==> src/rtl/ie_pkg.sv <==
package ie_pkg;

  // Width of a slot index carried in the strobe struct (up to 8 slots).
  localparam int PORT_IDX_W = 3;

  // Strobes from the control module to the datapath.
  typedef struct packed {
    logic                  ejFire;
    logic [PORT_IDX_W-1:0] ejSel;
    logic                  injFire;
    logic [PORT_IDX_W-1:0] injSel;
  } ieStrobe_t;

endpackage

==> src/rtl/ie_ctrl.sv <==
module ie_ctrl
  import ie_pkg::*;
#(
  parameter int NUM_PORTS = 4,
  parameter int NODE_W    = 4,
  parameter int PKT_W     = 8,
  parameter int SEQ_W     = 2
) (
  input  logic [NUM_PORTS-1:0]        inValid,
  input  logic [NUM_PORTS*NODE_W-1:0] inDest,
  input  logic [NUM_PORTS*PKT_W-1:0]  inPkt,
  input  logic [NUM_PORTS*SEQ_W-1:0]  inSeq,
  input  logic [NODE_W-1:0]           localId,
  input  logic [PKT_W-1:0]            goldenId,
  input  logic                        injValid,
  output ieStrobe_t                   strobe,
  output logic                        injPop
);

  logic [NUM_PORTS-1:0] isLocal;
  logic [NUM_PORTS-1:0] isGolden;
  logic [NUM_PORTS-1:0] freeSlot;

  // Classify each slot.
  generate
    for (genvar g = 0; g < NUM_PORTS; g++) begin : g_class
      assign isLocal[g]  = inValid[g] && (inDest[g*NODE_W +: NODE_W] == localId);
      assign isGolden[g] = (inPkt[g*PKT_W +: PKT_W] == goldenId);
    end
  endgenerate

  // Ejection pick: golden over plain, then lower seq among golden, then lower port.
  logic                  ejFound;
  logic                  ejGold;
  logic [SEQ_W-1:0]      ejSeq;
  logic [PORT_IDX_W-1:0] ejIdx;

  always_comb begin
    ejFound = 1'b0;
    ejGold  = 1'b0;
    ejSeq   = '0;
    ejIdx   = '0;
    for (int i = 0; i < NUM_PORTS; i++) begin
      if (isLocal[i]) begin
        if (!ejFound ||
            (isGolden[i] && !ejGold) ||
            (isGolden[i] && ejGold && (inSeq[i*SEQ_W +: SEQ_W] < ejSeq))) begin
          ejFound = 1'b1;
          ejGold  = isGolden[i];
          ejSeq   = inSeq[i*SEQ_W +: SEQ_W];
          ejIdx   = PORT_IDX_W'(i);
        end
      end
    end
  end

  // Slots free after ejection.
  generate
    for (genvar g = 0; g < NUM_PORTS; g++) begin : g_free
      assign freeSlot[g] = !inValid[g] || (ejFound && (ejIdx == PORT_IDX_W'(g)));
    end
  endgenerate

  // Injection pick: lowest free slot.
  logic                  injHit;
  logic [PORT_IDX_W-1:0] injIdx;

  always_comb begin
    injHit = 1'b0;
    injIdx = '0;
    for (int i = 0; i < NUM_PORTS; i++) begin
      if (freeSlot[i] && !injHit) begin
        injHit = 1'b1;
        injIdx = PORT_IDX_W'(i);
      end
    end
  end

  always_comb begin
    strobe.ejFire  = ejFound;
    strobe.ejSel   = ejIdx;
    strobe.injFire = injValid && injHit;
    strobe.injSel  = injIdx;
  end

  assign injPop = injValid && injHit;

endmodule

==> src/rtl/ie_datapath.sv <==
module ie_datapath
  import ie_pkg::*;
#(
  parameter int NUM_PORTS = 4,
  parameter int FLIT_W    = 30
) (
  input  logic                        clk,
  input  logic                        rstN,
  input  ieStrobe_t                   strobe,
  input  logic [NUM_PORTS-1:0]        inValid,
  input  logic [NUM_PORTS*FLIT_W-1:0] inFlit,
  input  logic [FLIT_W-1:0]           injFlit,
  output logic [NUM_PORTS-1:0]        outValid,
  output logic [NUM_PORTS*FLIT_W-1:0] outFlit,
  output logic                        ejValid,
  output logic [FLIT_W-1:0]           ejFlit
);

  // Per-slot next state and register.
  generate
    for (genvar g = 0; g < NUM_PORTS; g++) begin : g_slot
      logic              takeEj;
      logic              takeInj;
      logic              nxtValid;
      logic [FLIT_W-1:0] nxtFlit;

      assign takeEj  = strobe.ejFire  && (strobe.ejSel  == PORT_IDX_W'(g));
      assign takeInj = strobe.injFire && (strobe.injSel == PORT_IDX_W'(g));

      always_comb begin
        if (takeInj) begin
          nxtValid = 1'b1;
          nxtFlit  = injFlit;
        end else if (takeEj) begin
          nxtValid = 1'b0;
          nxtFlit  = inFlit[g*FLIT_W +: FLIT_W];
        end else begin
          nxtValid = inValid[g];
          nxtFlit  = inFlit[g*FLIT_W +: FLIT_W];
        end
      end

      always_ff @(posedge clk) begin
        if (!rstN) begin
          outValid[g]                  <= 1'b0;
          outFlit[g*FLIT_W +: FLIT_W]  <= '0;
        end else begin
          outValid[g]                  <= nxtValid;
          outFlit[g*FLIT_W +: FLIT_W]  <= nxtFlit;
        end
      end
    end
  endgenerate

  // Ejection mux.
  logic [FLIT_W-1:0] ejPick;

  always_comb begin
    ejPick = '0;
    for (int i = 0; i < NUM_PORTS; i++) begin
      if (strobe.ejSel == PORT_IDX_W'(i)) begin
        ejPick = inFlit[i*FLIT_W +: FLIT_W];
      end
    end
  end

  always_ff @(posedge clk) begin
    if (!rstN) begin
      ejValid <= 1'b0;
      ejFlit  <= '0;
    end else begin
      ejValid <= strobe.ejFire;
      if (strobe.ejFire) begin
        ejFlit <= ejPick;
      end
    end
  end

endmodule

==> src/rtl/ie_stage.sv <==
module ie_stage
  import ie_pkg::*;
#(
  parameter  int NUM_PORTS = 4,
  parameter  int NODE_W    = 4,
  parameter  int PKT_W     = 8,
  parameter  int SEQ_W     = 2,
  parameter  int DATA_W    = 16,
  localparam int FLIT_W    = NODE_W + PKT_W + SEQ_W + DATA_W
) (
  input  logic                        clk,
  input  logic                        rstN,
  input  logic [NODE_W-1:0]           localId,
  input  logic [PKT_W-1:0]            goldenId,
  input  logic [NUM_PORTS-1:0]        inValid,
  input  logic [NUM_PORTS*FLIT_W-1:0] inFlit,
  input  logic                        injValid,
  input  logic [FLIT_W-1:0]           injFlit,
  output logic                        injPop,
  output logic [NUM_PORTS-1:0]        outValid,
  output logic [NUM_PORTS*FLIT_W-1:0] outFlit,
  output logic                        ejValid,
  output logic [FLIT_W-1:0]           ejFlit
);

  localparam int DEST_LSB = FLIT_W - NODE_W;
  localparam int PKT_LSB  = DEST_LSB - PKT_W;
  localparam int SEQ_LSB  = DATA_W;

  logic [NUM_PORTS*NODE_W-1:0] inDestV;
  logic [NUM_PORTS*PKT_W-1:0]  inPktV;
  logic [NUM_PORTS*SEQ_W-1:0]  inSeqV;
  ieStrobe_t                   strobe;

  // Header fields for the control side.
  generate
    for (genvar g = 0; g < NUM_PORTS; g++) begin : g_hdr
      assign inDestV[g*NODE_W +: NODE_W] = inFlit[g*FLIT_W + DEST_LSB +: NODE_W];
      assign inPktV[g*PKT_W +: PKT_W]    = inFlit[g*FLIT_W + PKT_LSB +: PKT_W];
      assign inSeqV[g*SEQ_W +: SEQ_W]    = inFlit[g*FLIT_W + SEQ_LSB +: SEQ_W];
    end
  endgenerate

  ie_ctrl #(
    .NUM_PORTS(NUM_PORTS),
    .NODE_W   (NODE_W),
    .PKT_W    (PKT_W),
    .SEQ_W    (SEQ_W)
  ) i_ctrl (
    .inValid (inValid),
    .inDest  (inDestV),
    .inPkt   (inPktV),
    .inSeq   (inSeqV),
    .localId (localId),
    .goldenId(goldenId),
    .injValid(injValid),
    .strobe  (strobe),
    .injPop  (injPop)
  );

  ie_datapath #(
    .NUM_PORTS(NUM_PORTS),
    .FLIT_W   (FLIT_W)
  ) i_datapath (
    .clk     (clk),
    .rstN    (rstN),
    .strobe  (strobe),
    .inValid (inValid),
    .inFlit  (inFlit),
    .injFlit (injFlit),
    .outValid(outValid),
    .outFlit (outFlit),
    .ejValid (ejValid),
    .ejFlit  (ejFlit)
  );

endmodule

==> config.mk <==
export PLATFORM = sky130hd
export DESIGN_NAME = ie_stage
export DESIGN_NICKNAME = d
export VERILOG_FILES = /design/src/rtl/ie_pkg.sv /design/src/rtl/ie_ctrl.sv /design/src/rtl/ie_datapath.sv /design/src/rtl/ie_stage.sv
export SDC_FILE = /design/constraint.sdc
export NUM_CORES = 1
export LEC_CHECK = 0
export ABC_CLOCK_PERIOD_IN_PS = 14100
export CORE_AREA = 2 2 132 134
export CTS_CLUSTER_DIAMETER = 200
export DETAILED_ROUTE_END_ITERATION = 7
export DIE_AREA = 0 0 134 136
export GPL_TIMING_DRIVEN = 0
export PLACE_DENSITY = 0.95
export SLEW_MARGIN = 40
export SYNTH_ARGS = -nofsm -noshare
export SYNTH_HDL_FRONTEND = slang
export SYNTH_SLANG_ARGS = --single-unit
export TNS_END_PERCENT = 100
==> constraint.sdc <==
create_clock -name clk -period 14.1 [get_ports clk]
set_input_delay 3.525 -clock clk [delete_from_list [all_inputs] [get_ports clk]]
set_output_delay 3.525 -clock clk [all_outputs]
set_load 0.05 [all_outputs]
==> results.cfg, run 1 <==
[status]
status = finished, final reports clean

[floorplan]
num_rows = 48
die_w_um = 134
die_y_um = 136
core_um2 = 16900
ios = 325
fp.dieArea_um2 = 18200
start_util = 0.451

[yosys]
async_flop_share = 0
syn_nets = 1022
synth_top_family_by_area = compound AO/OA/AOI/OAI gates
synth_top_area_frac = 0.407
synth-edff-count = 0
syn-cell-area_um2 = 7620
synth_ff_type = dfxtp_1
synth_top_area_cell = dfxtp_1
synth_xor_area_frac = 0.0517
synthCells = 850
synth-seq-cells = 155
ys_warn_count = 0
synthTopCellsByArea = dfxtp_1 (41%), mux2i_1 (16%), nand2_1 (7.9%)
seq_area_frac_synth = 0.407
synthSimpleGateAreaFrac = 0.154
synthMuxAreaShare = 0.159
synth_fa_ha_area_frac = 0.00493
syn_area_per_cell_um2 = 8.96
ys_types = 53
synth_compound_area_frac = 0.176

[worst_setup_path]
crit_path_frequent_cell = clkbuf_1
end_kind = register
arrival_ps = 11690
required_ps = 14430
crit_fanout = 10
path_buf_inv = 5
slowest_stage = clkbuf_1
cp_top_family = compound AO/OA/AOI/OAI gates
max_stage_delay_ps = 640
crit_path_start_kind = input port
critical_path_class = input port to register

[timing]
hold_viol = 0
layout_worst_path_cycle_share = 0.806
final-setup-viol-count = 0
rsz0062_at_grt = false
fmax_ghz = 0.0880
worst_pin_slew_ps = 792
relSlewSlack = 0.472
fin_skew_ps = 0
setup-tns-final_ps = 0
drv_slew = 0
layout_min_cycle_time_ps = 11360

[finish]
layout_commonest_cell = clkdlybuf4s50_1
n_antenna_cell = 0
areaGrowthSynthToFinish_pct = 53.8
layout-drive-gt1-share = 0.0548
multi_input_area_um2 = 4160
final_cell_mix = clkdlybuf4s50_1 (322), nand2_1 (160), dfxtp_1 (155), mux2i_1 (121), clkbuf_1 (45)
nFillCells = 1288
final_nets = 1363
seq_area_um2 = 3100

[clocking]
cts-hold-fix-buffers = 0
h-tree-depth = 4
clk_path_buf_depth = 2
cts-resized-gates = 0
cts_tree = yes
post-cts-setup-buffers = 0
clkTransAtPathRegs_ps = 70
clock-root-buffer = clkbuf_16
clock_latency_ps = 430
cts_buffers = 17
cts_num_sinks = 155

[flow_run]
max_cap_violations = 0

[detailed_routing]
wl_per_cell_um = 22.2
dr.pass1.iters = 8
vias = 8342
ant_nets = 0
drt_iter0_drc = 725
drcViolationCount = 0
vias_per_cell = 5.84
wl_mm = 31.7

[pwr]
leakage_nw = 5.14
irDropWorstVdd_uv = 86.6
power_w = 0.00134
cellPowerDensity_nw_per_um2 = 115

[hold_path]
hp-class = register to register

[global_route]
grt_pass1_vias = 8501
grt_max_degree = 17
antenna_found_initial = 0
grt_first_pass_wirelength_mm = 46.5
gr-total-overflow = 0
track_usage = 0.336

[placement]
dp.final_hpwl_mm = 23.6
portBuffers = 322
routabilityCongestion = 0.942
==> area by class of cell <==
cell class              count  area share
multi-input cells         619       0.355
flip-flops and latches    155       0.265
plain buffers              67      0.0281
clock buffers              17      0.0363
inverters                   9     0.00288
clock inverters            15      0.0141
well taps                 225      0.0240
repair buffers            322       0.275
==> worst register-to-register path, cell delays in order (launching register included) <==
cell,delay [ps]
dfxtp_1,340
o21ai_0,190
a31oi_1,60
==> sequential cells by signal, indices dropped and copies added, names as in the netlist <==
| name | cells |
|---|---|
| i_datapath.outFlit | 120 |
| i_datapath.ejFlit | 30 |
| i_datapath.outValid | 4 |
| i_datapath.ejValid | 1 |
==> through the flow <==
stage,hold slack [ps],area [µm²],util,setup WS [ps],instances
floorplan,686,7620,-,4580,850
global placement,465,11100,0.659,2600,1397
detailed placement,485,11100,0.659,2470,1397
CTS,498,11700,0.694,2890,1429
global route,528,11700,0.694,2250,1429
finish,503,11700,0.694,2740,1429
==> cell families (layout without fill, tap and decap cells) <==
group           after synthesis  in the layout
compound gates              183            183
xor+xnor                     45             45
fa+ha+maj                     3              3
buf+inv                      76            430
flops                       155            155
mux                         121            121
simple gates                267            267
==> synth_stat cells (6+ instances only) <==
master      n
nand3_1     6
inv_1       9
xor2_1     20
o21ai_0    30
mux2i_1   121
and3_1     31
nand4_1    11
buf_6       7
o21a_1     30
xnor2_1    25
a31oi_1    32
dfxtp_1   155
a21boi_0   25
nor2_1     42
nand2_1   160
buf_2       9
a211o_1    30
clkbuf_1   47
==> power breakdown <==
part	leakage [nW]	switching (W)	internal, W
registers	1.29	0.0000124	0.000472
logic	3.58	0.000242	0.000147
clock network	0.270	0.000206	0.000263
==> routing by layer <==
metal	vias up	routed length, µm	track usage
met5	-	0	0
met4	0	1420	0.193
met3	114	3340	0.100
met2	624	15200	0.566
met1	3927	11800	0.379
li1	3677	-	-
==> final timing paths <==
check	startpoint	endpoint	slack [ps]	cells past startpoint
max reg2reg	i_datapath.ejFlit[18]	i_datapath.ejFlit[18]	13370	2
max	localId[3]	i_datapath.outFlit[19]	2740	28
min reg2reg	i_datapath.ejFlit[16]	i_datapath.ejFlit[16]	500	2
min	i_datapath.ejFlit[16]	i_datapath.ejFlit[16]	500	2
No activity file was read; power rests on OpenSTA's default activity.
==> run 2, diff against run 1 <==
- ABC_CLOCK_PERIOD_IN_PS: 14100 -> 10500
- CORE_AREA: 2 2 132 134 -> 2 2 137 139
- DIE_AREA: 0 0 134 136 -> 0 0 139 141
- PLACE_DENSITY: 0.95 -> 0.91
- clock period: 14.1 -> 10.5 ns (I/O delays scaled with it)
==> run 2 against run 1 <==
Effect of this change:
- critical path depth is 1 lower
- wire length is 1.0% higher
- via count shrank 1.8%
- largest power group unchanged
==> results.cfg, run 2 (synthesis results as in run 1) <==
[status]
status = finished, final reports clean

[timing]
fin_skew_ps = 0
drv_slew = 0
final-setup-viol-count = 0
layout_worst_path_cycle_share = 0.952
layout_min_cycle_time_ps = 9990
fmax_ghz = 0.100
setup_ws_ps = 506
rsz0062_at_grt = false
relSlewSlack = 0.491
hold_viol = 0
worst_pin_slew_ps = 764

[finish]
final_cell_mix = clkdlybuf4s50_1 (322), nand2_1 (160), dfxtp_1 (155), mux2i_1 (121), clkbuf_1 (43)
n_antenna_cell = 0
largest_reg_flops = 120
final_nets = 1363
layout_commonest_cell = clkdlybuf4s50_1
reg_top3 = i_datapath.outFlit x120, i_datapath.ejFlit x30, i_datapath.outValid x4
final_cells = 1438
layout-drive-gt1-share = 0.0565
areaGrowthSynthToFinish_pct = 54.0
final_cell_area_um2 = 11700
top_register = i_datapath.outFlit

[worst_setup_path]
critPathLaunch = localId[3]
end_kind = register
regToRegEndpoint = i_datapath.ejFlit[14]
critical_path_class = input port to register
r2r_slack_ps = 9740
ff2ff_path_depth = 2
crit_fanout = 10
crit_path_start_kind = input port
required_ps = 10830
rr_startpoint = i_datapath.ejFlit[14]
arrival_ps = 10320

[detailed_routing]
vias_per_cell = 5.70
wl_per_cell_um = 22.3
vias = 8194
wl_mm = 32.0
ant_nets = 0
dr.pass1.iters = 6
drcViolationCount = 0
drt_iter0_drc = 794

[pwr]
swShare = 0.350
switchingPower_w = 0.000629
irDropWorstVdd_uv = 115
cellPowerDensity_nw_per_um2 = 153
leakage_nw = 5.16
power.internal_w = 0.00117
combPwrFrac = 0.291
clkPwrFrac = 0.347
p_seq_frac = 0.362

[floorplan]
die_y_um = 141
die_w_um = 139
start_util = 0.417
num_rows = 50
ios = 325
fp.dieArea_um2 = 19600
core_um2 = 18300

[placement]
place_ws_ps = -204
portBuffers = 322
placed_cells = 1406
dp.final_hpwl_mm = 23.8
placement.cell_area_um2 = 11100
routabilityCongestion = 0.980

[clocking]
clkTransAtPathRegs_ps = 70
cts_tree = yes
clock-root-buffer = clkbuf_16
cts_buffers = 17
post-cts-setup-buffers = 0
clock_latency_ps = 440
clk_path_buf_depth = 2
cts-hold-fix-buffers = 0
cts_num_sinks = 155
h-tree-depth = 4

[global_route]
antenna_found_initial = 0
gr-total-overflow = 0
grt_first_pass_wirelength_mm = 48.2
grt_pass1_vias = 8614
grt_max_degree = 17
track_usage = 0.318

[hold_path]
hp-class = register to register
hold_depth = 2
worstHoldStart = i_datapath.ejFlit[16]
hold-path-endpoint = i_datapath.ejFlit[16]

[flow_run]
max_cap_violations = 0
==> run 2: worst max path at each step <==
stage / endpoint / slack, ps
2_1_floorplan: i_datapath.outFlit[60] / 1880
3_3_place_gp: i_datapath.outFlit[111] / 4
3_5_place_dp: i_datapath.outFlit[111] / -200
4_1_cts: i_datapath.outFlit[111] / 220
5_1_grt: i_datapath.outFlit[111] / 150
6_report: i_datapath.outFlit[111] / 510
==> run 2: critical path: stages <==
cell and delay, ps:
clkdlybuf4s50_1 580, nand2b_1 150, o2111ai_1 170, nor4_2 640, nand2_1 180, ha_1 320
a21oi_1 70, o311ai_1 540, a21oi_4 230, clkbuf_2 330, a21oi_1 260, ha_1 180
nor2_1 70, a32oi_2 380, o31a_1 190, clkbuf_1 320, clkbuf_2 370, nor2_1 100
a21o_1 160, ha_1 190, or4b_2 620, a311o_1 350, a211o_1 340, nand2_2 210
o21ai_2 130, buf_2 270, mux2i_1 310
==> run 2: what timing repair did <==
action	in CTS	in global routing
endpoints found under the setup margin	0	152
endpoints found under the hold margin	0	0
gates resized for setup	0	5
==> run 2: layout make-up <==
| class | count | area [µm²] |
|---|---|---|
| fill | 1487 | 6540 |
| multi-input combinational | 619 | 4160 |
| timing repair buffer | 322 | 3220 |
| sequential | 155 | 3100 |
| clock buffer | 17 | 425 |
| buffer | 67 | 332 |
| tap | 234 | 293 |
| clock inverter | 15 | 160 |
| inverter | 9 | 33.8 |
==> run 2: through the flow <==
stage / setup TNS, ps / utilization / hold slack, ps / total power [W]
floorplan: 0 / - / 686 / 0.000952
global placement: 0 / 0.610 / 460 / 0.00117
detailed placement: -8970 / 0.610 / 463 / 0.00118
CTS: 0 / 0.642 / 483 / 0.00179
global route: 0 / 0.642 / 494 / 0.00185
finish: 0 / 0.642 / 489 / 0.00180
==> run 2: power by group through the flow <==
stage | clock (W) | sequential [W] | combinational (W)
after floorplan | 0 | 0.000820 | 0.000132
after CTS | 0.000625 | 0.000650 | 0.000520
after global placement | 0 | 0.000661 | 0.000510
after global routing | 0.000650 | 0.000654 | 0.000545
after detailed placement | 0 | 0.000662 | 0.000516
final | 0.000623 | 0.000650 | 0.000523
==> run 2: routing by layer <==
layer | routed length [µm] | vias to the layer above | global-route usage
met1 | 11900 | 3852 | 0.354
met3 | 3020 | 125 | 0.0965
met4 | 1660 | 0 | 0.186
li1 | - | 3669 | -
met5 | 0 | - | 0
met2 | 15400 | 548 | 0.542
